### config.mk
export PLATFORM = sky130hd
export DESIGN_NAME = bscroll_addr_gen
export DESIGN_NICKNAME = d
export VERILOG_FILES = /design/src/rtl/bscroll_pkg.sv /design/src/rtl/bscroll_clamp.sv /design/src/rtl/bscroll_axis.sv /design/src/rtl/bscroll_stride_mul.sv /design/src/rtl/bscroll_addr_gen.sv
export SDC_FILE = /design/constraint.sdc
export NUM_CORES = 1
export LEC_CHECK = 0
export ABC_AREA = 1
export BUFFER_PORTS_ARGS = -buffer_cell sky130_fd_sc_hd__buf_4
export CORE_UTILIZATION = 55
export DETAILED_ROUTE_END_ITERATION = 8
export GPL_ROUTABILITY_DRIVEN = 1
export PLACE_DENSITY = 0.86
export SYNTH_ARGS = -nofsm -noshare
export SYNTH_HDL_FRONTEND = slang
export SYNTH_SLANG_ARGS = --single-unit
### constraint.sdc
create_clock -name clk -period 0.8 [get_ports clk]
set_input_delay 0.04 -clock clk [delete_from_list [all_inputs] [get_ports clk]]
set_output_delay 0.04 -clock clk [all_outputs]
set_load 0.02 [all_outputs]
### src/rtl/bscroll_pkg.sv
package bscroll_pkg;

  // log2 of the tile edge in pixels
  localparam int unsigned TILE_LG = 3;
  localparam int unsigned TILE_PX = 1 << TILE_LG;

  // window height selection
  typedef enum logic {
    WIN_NORMAL = 1'b0,
    WIN_TALL   = 1'b1
  } win_mode_e;

endpackage

### src/rtl/bscroll_clamp.sv
// Limits a signed fine-scroll code to the symmetric range -(2^(W-1)-1)..+(2^(W-1)-1).
module bscroll_clamp #(
  parameter int unsigned SCR_W = 4
) (
  input  logic [SCR_W-1:0] scr_in,
  output logic [SCR_W-1:0] scr_out
);

  localparam logic [SCR_W-1:0] MOST_NEG = {1'b1, {(SCR_W-1){1'b0}}};
  localparam logic [SCR_W-1:0] NEG_LIM  = MOST_NEG | {{(SCR_W-1){1'b0}}, 1'b1};

  always_comb begin
    if (scr_in == MOST_NEG) scr_out = NEG_LIM;
    else                    scr_out = scr_in;
  end

endmodule

### src/rtl/bscroll_axis.sv
// One axis: clamped scroll plus pixel position, shifted by one tile for the border.
module bscroll_axis
  import bscroll_pkg::*;
#(
  parameter int unsigned PIX_W  = 8,
  parameter int unsigned SCR_W  = 4,
  parameter int unsigned IDX_W  = 6
) (
  input  logic [PIX_W-1:0]   pix,
  input  logic [SCR_W-1:0]   scroll,
  output logic [IDX_W-1:0]   tile_idx,
  output logic [TILE_LG-1:0] fine
);

  localparam int unsigned SUM_W = IDX_W + TILE_LG;

  logic [SCR_W-1:0] scr_c;
  logic [SUM_W-1:0] scr_ext;
  logic [SUM_W-1:0] pos_sum;

  bscroll_clamp #(.SCR_W(SCR_W)) u_clamp (
    .scr_in  (scroll),
    .scr_out (scr_c)
  );

  // The sum is pixel + one border tile + scroll, which is never negative.
  // It stays below 2^SUM_W, so modular addition gives the exact value.
  always_comb begin
    scr_ext  = {{(SUM_W-SCR_W){scr_c[SCR_W-1]}}, scr_c};
    pos_sum  = SUM_W'(pix) + SUM_W'(TILE_PX) + scr_ext;
    tile_idx = pos_sum[SUM_W-1:TILE_LG];
    fine     = pos_sum[TILE_LG-1:0];
  end

endmodule

### src/rtl/bscroll_stride_mul.sv
// row * STRIDE, chosen by structure of the constant.
module bscroll_stride_mul #(
  parameter int unsigned IDX_W  = 6,
  parameter int unsigned ADDR_W = 14,
  parameter int unsigned STRIDE = 34
) (
  input  logic [IDX_W-1:0]  row,
  output logic [ADDR_W-1:0] row_off
);

  localparam int unsigned POW_K  = $clog2(STRIDE);
  localparam int unsigned PLUS_K = $clog2(STRIDE - 2);
  localparam bit IS_POW2  = ((STRIDE & (STRIDE - 1)) == 0);
  localparam bit IS_PLUS2 = (STRIDE > 2) && (((STRIDE - 2) & (STRIDE - 3)) == 0);

  logic [ADDR_W-1:0] row_w;
  assign row_w = ADDR_W'(row);

  generate
    if (IS_POW2) begin : g_shift
      assign row_off = row_w << POW_K;
    end else if (IS_PLUS2) begin : g_shift_add
      // stride = 2^K + 2: two shifted copies, no multiplier
      assign row_off = (row_w << PLUS_K) + (row_w << 1);
    end else begin : g_mult
      assign row_off = row_w * ADDR_W'(STRIDE);
    end
  endgenerate

endmodule

### src/rtl/bscroll_addr_gen.sv
module bscroll_addr_gen
  import bscroll_pkg::*;
#(
  parameter int unsigned ADDR_W        = 14,
  parameter int unsigned PIX_W         = 8,
  parameter int unsigned SCR_W         = 4,
  parameter int unsigned VIS_COLS      = 32,
  parameter int unsigned VIS_ROWS      = 24,
  parameter int unsigned VIS_ROWS_TALL = 30
) (
  input  logic                clk,
  input  logic                rst_n,
  input  logic                req_valid,
  input  logic [PIX_W-1:0]    pix_x,
  input  logic [PIX_W-1:0]    pix_y,
  input  logic [SCR_W-1:0]    scroll_x,
  input  logic [SCR_W-1:0]    scroll_y,
  input  logic [ADDR_W-1:0]   base_addr,
  input  logic                tall_mode,
  output logic                fetch_valid,
  output logic [ADDR_W-1:0]   tile_addr,
  output logic [TILE_LG-1:0]  fine_x,
  output logic [TILE_LG-1:0]  fine_y
);

  localparam int unsigned MAP_COLS   = VIS_COLS + 2;
  localparam int unsigned MAP_ROWS_T = VIS_ROWS_TALL + 2;
  localparam int unsigned IDX_W      = $clog2(((MAP_COLS > MAP_ROWS_T) ? MAP_COLS : MAP_ROWS_T));
  localparam int unsigned LIM_W      = PIX_W + 1;
  localparam logic [LIM_W-1:0] LIM_NORM = LIM_W'(VIS_ROWS * TILE_PX);
  localparam logic [LIM_W-1:0] LIM_TALL = LIM_W'(VIS_ROWS_TALL * TILE_PX);
  localparam int unsigned AX_N = 2;  // 0 = horizontal, 1 = vertical

  // per-axis lanes
  logic [PIX_W-1:0]   ax_pix    [AX_N];
  logic [SCR_W-1:0]   ax_scr    [AX_N];
  logic [IDX_W-1:0]   ax_idx    [AX_N];
  logic [TILE_LG-1:0] ax_fine   [AX_N];

  assign ax_pix[0] = pix_x;
  assign ax_pix[1] = pix_y;
  assign ax_scr[0] = scroll_x;
  assign ax_scr[1] = scroll_y;

  generate
    for (genvar a = 0; a < AX_N; a++) begin : g_axis
      bscroll_axis #(
        .PIX_W (PIX_W),
        .SCR_W (SCR_W),
        .IDX_W (IDX_W)
      ) u_axis (
        .pix      (ax_pix[a]),
        .scroll   (ax_scr[a]),
        .tile_idx (ax_idx[a]),
        .fine     (ax_fine[a])
      );
    end
  endgenerate

  logic [ADDR_W-1:0] row_off;

  bscroll_stride_mul #(
    .IDX_W  (IDX_W),
    .ADDR_W (ADDR_W),
    .STRIDE (MAP_COLS)
  ) u_stride (
    .row     (ax_idx[1]),
    .row_off (row_off)
  );

  // ---------------- next-state logic ----------------
  win_mode_e          win_mode;
  logic [LIM_W-1:0]   row_lim;
  logic               in_win;
  logic               load_en;
  logic               valid_d;
  logic [ADDR_W-1:0]  addr_d;
  logic [TILE_LG-1:0] fx_d;
  logic [TILE_LG-1:0] fy_d;

  always_comb begin
    win_mode = win_mode_e'(tall_mode);
    row_lim  = (win_mode == WIN_TALL) ? LIM_TALL : LIM_NORM;
    in_win   = (LIM_W'(pix_y) < row_lim);
    load_en  = req_valid & in_win;
    valid_d  = load_en;
    addr_d   = base_addr + row_off + ADDR_W'(ax_idx[0]);
    fx_d     = ax_fine[0];
    fy_d     = ax_fine[1];
  end

  // ---------------- registers ----------------
  always_ff @(posedge clk or negedge rst_n) begin
    if (!rst_n) begin
      fetch_valid <= 1'b0;
    end else begin
      fetch_valid <= valid_d;
    end
  end

  always_ff @(posedge clk or negedge rst_n) begin
    if (!rst_n) begin
      tile_addr <= '0;
      fine_x    <= '0;
      fine_y    <= '0;
    end else if (load_en) begin
      tile_addr <= addr_d;
      fine_x    <= fx_d;
      fine_y    <= fy_d;
    end
  end

endmodule

==> results of run 1 <==
[repair_timing]
action,in CTS
endpoints found under the hold margin,21
hold buffers,1
cloned,3
endpoints found under the setup margin,42
pin swaps,56
resized for setup,94
setup buffers,23
[synth_stat cells (all sizes together)]
library cell,number
xnor2,9
ha,52
nand3,31
o21ai,10
buf,3
inv,84
or2,3
o21bai,1
a21oi,12
nor3,2
nand3b,1
a21o,3
dfrtp,21
xor2,5
nand4,9
fa,9
clkbuf,4
nand2,136
nor2,21
[through the flow]
stage | std cells | hold slack, ns
after floorplan | 416 | -0.2556
after global placement | 585 | -0.06921
after detailed placement | 585 | -0.06828
after CTS | 616 | 0.03752
[cell families after synthesis]
group | count (synthesis) | synth area share
DFF | 21 | 0.1799
AOI/OAI and AO/OA | 26 | 0.04799
xor gates and xnor gates | 14 | 0.04199
and+or+nand+nor | 203 | 0.3265
buffers and inverters | 91 | 0.1191
adders and majority gates | 61 | 0.2845
==> results.sh, run 1 <==
export IMPL_run_status="aborted with a tool error"
export IMPL_stop_stage="global routing"
export IMPL_error_line="[ERROR DPL-0038] Utilization greater than 100%, impossible to legalize"
export IMPL_synth_top_cells_by_area="ha_1 22%, dfrtp_1 18%, nand2_1 15%"
export IMPL_initial_utilization=0.5718
export IMPL_ioPinCount=63
export IMPL_synth_seq_cells=21
export IMPL_synthesis_yosys_warnings=0
export IMPL_floorplan_die_height_um=74.87
export IMPL_synthCells=416
export IMPL_cts_htree_levels=1
export IMPL_synth_top_cell_by_area="ha_1"
export IMPL_grt_worst_endpoint="tile_addr[10]$_DFFE_PN0P_/D"
export IMPL_post_synth_cell_area_avg_um2=7.020
export IMPL_post_synth_instance_area_um2=2920
export IMPL_synth_sequential_area_ratio=0.1799
export IMPL_clk_root_buffer_cell="clkbuf_8"
export IMPL_clockBufferDepth=2
export IMPL_placed_area_um2=4158
export IMPL_chipWidth_um=74.87
export IMPL_yosys_area_top_type_share=0.2228
export IMPL_rows=26
export IMPL_port_buffers=62
export IMPL_detailedPlacementHpwl_um=6205
export IMPL_mappedNetlistNets=519
export IMPL_grt_max_degree=22
export IMPL_weighted_congestion_at_the_end_of_routability_driven_global_placement=0.8655
export IMPL_place_worst_setup_slack_ns=-2.871
export IMPL_synth_cell_type_count=28
export IMPL_worst_endpoint_kind_after_the_last_repair="register input"
export IMPL_clock_sink_count=21
export IMPL_cts_inserted_buffers=3
==> run 2, diff against run 1 <==
CORE_UTILIZATION = 40   (was 55)
PLACE_DENSITY = unset   (was 0.86)
PLACE_DENSITY_LB_ADDON = 0.15   (was unset)
==> run 2 against run 1 <==
  * The flow now finishes, with violations (setup timing)
  * Synthesized cell count is the same
  * Synthesized area unchanged
==> results.sh, run 2 <==
export IMPL_run_status="complete, but fails checks"
export IMPL_violations="setup timing"
export IMPL_cp_end_kind="flip-flop"
export IMPL_grt_overflow_total=0
export IMPL_ioPinCount=63
export IMPL_synth_seq_cells=21
export IMPL_relSlewSlack=0.8147
export IMPL_total_power_mw=14.87
export IMPL_max_flop_register="tile_addr"
export IMPL_clk_pin_slew_worst_paths_ns=0.08
export IMPL_clock_tree_from_tritoncts="built"
export IMPL_final_max_slew_viol_count=0
export IMPL_ant_nets=0
export IMPL_routed_via_count=3067
export IMPL_coreArea_um2=6907
export IMPL_floorplan_die_height_um=87.45
export IMPL_actual_slew_at_the_worst_max_slew_pin_ns=0.2780
export IMPL_synth_top_cell_by_area="ha_1"
export IMPL_num_nets_final=653
export IMPL_reg2regPathDepth=3
export IMPL_timing_final_crit_period_ns=3.277
export IMPL_drive_gt1_frac=0.5264
export IMPL_highest_metal_layer_used_by_the_detailed_router="met4"
export IMPL_cp_max_fo=5
export IMPL_detailedPlacementHpwl_um=6021
export IMPL_synthesis_yosys_warnings=0
export IMPL_worst_setup_path_endpoint="tile_addr[11]$_DFFE_PN0P_"
export IMPL_die_area_um2=7647
export IMPL_synth_top_cells_by_area="ha_1 22%, dfrtp_1 18%, nand2_1 15%"
export IMPL_yosys_area_top_type_share=0.2228
export IMPL_criticalPathCategory="in2reg"
export IMPL_wl_met2_um=3909
export IMPL_setup_ws_ns=-2.477
export IMPL_placed_area_um2=4220
export IMPL_post_drt_via_cell_ratio=4.755
export IMPL_max_ffs_per_register=14
export IMPL_timing_critical_path_required_ns=0.96
export IMPL_static_leakage_power_nw=2.663
export IMPL_drt_iter0_drc=121
export IMPL_wire_per_inst_um=12.17
export IMPL_drc=0
export IMPL_worst_path_max_delay_cell="fa_2"
export IMPL_initial_utilization=0.4228
export IMPL_setup_violations=42
export IMPL_finish_cell_count_without_fillers=645
export IMPL_drt_wl_total_um=7850
export IMPL_mappedNetlistNets=519
export IMPL_area_growth_synth_to_final_pct=72.58
export IMPL_synth_cell_type_count=28
export IMPL_hp_class="in2reg"
export IMPL_chipWidth_um=87.45
export IMPL_clock_sink_count=21
export IMPL_final_report_hold_violation_count=0
export IMPL_fillerInstances=525
export IMPL_drtPass1Iterations=5
export IMPL_port_buffers=62
export IMPL_clockBufferDepth=2
export IMPL_fmax_mhz=305.2
export IMPL_cts_inserted_buffers=3
export IMPL_critical_path_max_stage_delay_ns=0.36
export IMPL_layout_cells_most_common="buf_4"
export IMPL_worst_r2r_endpoint="tile_addr[7]$_DFFE_PN0P_"
export IMPL_grt_first_pass_wirelength_um=13050
export IMPL_grt_usage=0.2146
export IMPL_clk_root_buffer_cell="clkbuf_8"
export IMPL_cap_violations=0
export IMPL_post_synth_top_count_cell="nand2_1"
export IMPL_antenna_diode_count=0
export IMPL_grt_pass1_vias=3153
export IMPL_largestRegisters="tile_addr (14), fine_x (3), fine_y (3)"
export IMPL_ff2ff_setup_slack_ns=0.02
export IMPL_netlist_top_cells_count="120 x nand2_1, 78 x inv_1, 52 x ha_1"
export IMPL_postSynth_asyncResetShare=1.000
export IMPL_post_synth_cell_area_avg_um2=7.020
export IMPL_r2r_start="tile_addr[7]$_DFFE_PN0P_"
export IMPL_worst_endpoint_data_arrival_time_ns=3.44
export IMPL_synth_flop_cell="dfrtp_1"
export IMPL_post_synth_instance_area_um2=2920
export IMPL_edff_count_synth=0
export IMPL_grt_setup_unrepaired="yes"
export IMPL_place_inst=615
export IMPL_weighted_congestion_at_the_end_of_routability_driven_global_placement=0.9082
export IMPL_worst_clock_skew_ns=0
export IMPL_worstSkewPairLatency_ns=0.27
export IMPL_layout_cell_area_non_filler_um2=5040
export IMPL_critPathLaunchType="primary input"
export IMPL_crit_path_start="scroll_y[3]"
export IMPL_cts_htree_levels=1
export IMPL_rows=30
export IMPL_timing_final_crit_share=4.096
export IMPL_grt_max_degree=22
export IMPL_detailroute_wirelength_met3_um=290
export IMPL_synth_sequential_area_ratio=0.1799
export IMPL_wl_met1_um=3515
export IMPL_synthCells=416
export IMPL_number_of_antenna_violations_at_the_first_check_in_global_routing=0
export IMPL_vdd_ir_drop_worst_v=0.001473
export IMPL_layout_common_cells="98 x buf_4, 89 x nand2_1, 62 x inv_1"
export IMPL_cellPowerDensity_nw_per_um2=2951
[run 2: report_power, final]
part	switching (mW)	internal [mW]	leakage, nW
Clock	0.388	0.353	0.0217
Combinational	6.32	6.08	2.39
Sequential	0.281	1.46	0.256
[run 2: cell type report]
class	instances	area, um2	share of cell area
clock buffer	3	41.29	0.008193
clock inverter	1	7.507	0.001490
inverter	84	347.8	0.06902
multi-input combinational	304	2744	0.5444
sequential	21	525.5	0.1043
tap	96	120.1	0.02383
timing repair buffer	136	1254	0.2488
[run 2: worst min-delay path by stage]
stage | startpoint | to | slack [ns] | depth (start not counted)
after floorplan | rst_n | fetch_valid$_DFF_PN0_ | -0.26 | 0
after global placement | rst_n | tile_addr[12]$_DFFE_PN0P_ | -0.07 | 1
after detailed placement | rst_n | tile_addr[11]$_DFFE_PN0P_ | -0.06 | 1
after CTS | base_addr[13] | tile_addr[13]$_DFFE_PN0P_ | 0.03 | 4
after global routing | base_addr[13] | tile_addr[13]$_DFFE_PN0P_ | 0.07 | 4
final | base_addr[13] | tile_addr[13]$_DFFE_PN0P_ | 0.04 | 4
[run 2: routing by layer]
| layer | vias to the layer above | GRT usage |
|---|---|---|
| li1 | 1564 | - |
| met5 | - | 0 |
| met3 | 8 | 0.03507 |
| met2 | 61 | 0.3736 |
| met4 | 0 | 0.06706 |
| met1 | 1434 | 0.2700 |
[run 2: what timing repair did]
action                     CTS  global route
hold buffers                 1             0
hold endpoints to repair    21             0
pin swaps                   44            27
setup buffers               15             7
gates resized for setup     68            53
setup endpoints to repair   42            42
cloned                       3             0
[run 2: kinds of logic after synthesis]
kind of cell | after synthesis | share of synthesized area
and+or+nand+nor | 203 | 0.3265
xor gates and xnor gates | 14 | 0.04199
buffers and inverters | 91 | 0.1191
adders and majority gates | 61 | 0.2845
AOI/OAI and AO/OA | 26 | 0.04799
DFF | 21 | 0.1799
[run 2: critical path: cells and delay by family]
| family | cells | cell delay (ns) |
|---|---|---|
| AND/OR/NAND/NOR | 17 | 1.45 |
| adder cells (fa/ha/maj) | 7 | 1.58 |
| buffers and inverters | 6 | 0.34 |
[run 2: metrics by stage]
stage	worst slack [ns]	setup TNS (ns)	hold WS (ns)	util
finish	-2.477	-30.95	0.04001	0.7297
global route	-2.654	-33.81	0.07406	0.7297
CTS	-2.459	-31.37	0.03250	0.6889
detailed placement	-2.851	-37.43	-0.05956	0.6111
global placement	-2.755	-36.33	-0.06513	0.6111
floorplan	-2.509	-30.84	-0.2556	-
Note: power is estimated with default switching activity, not from simulation.
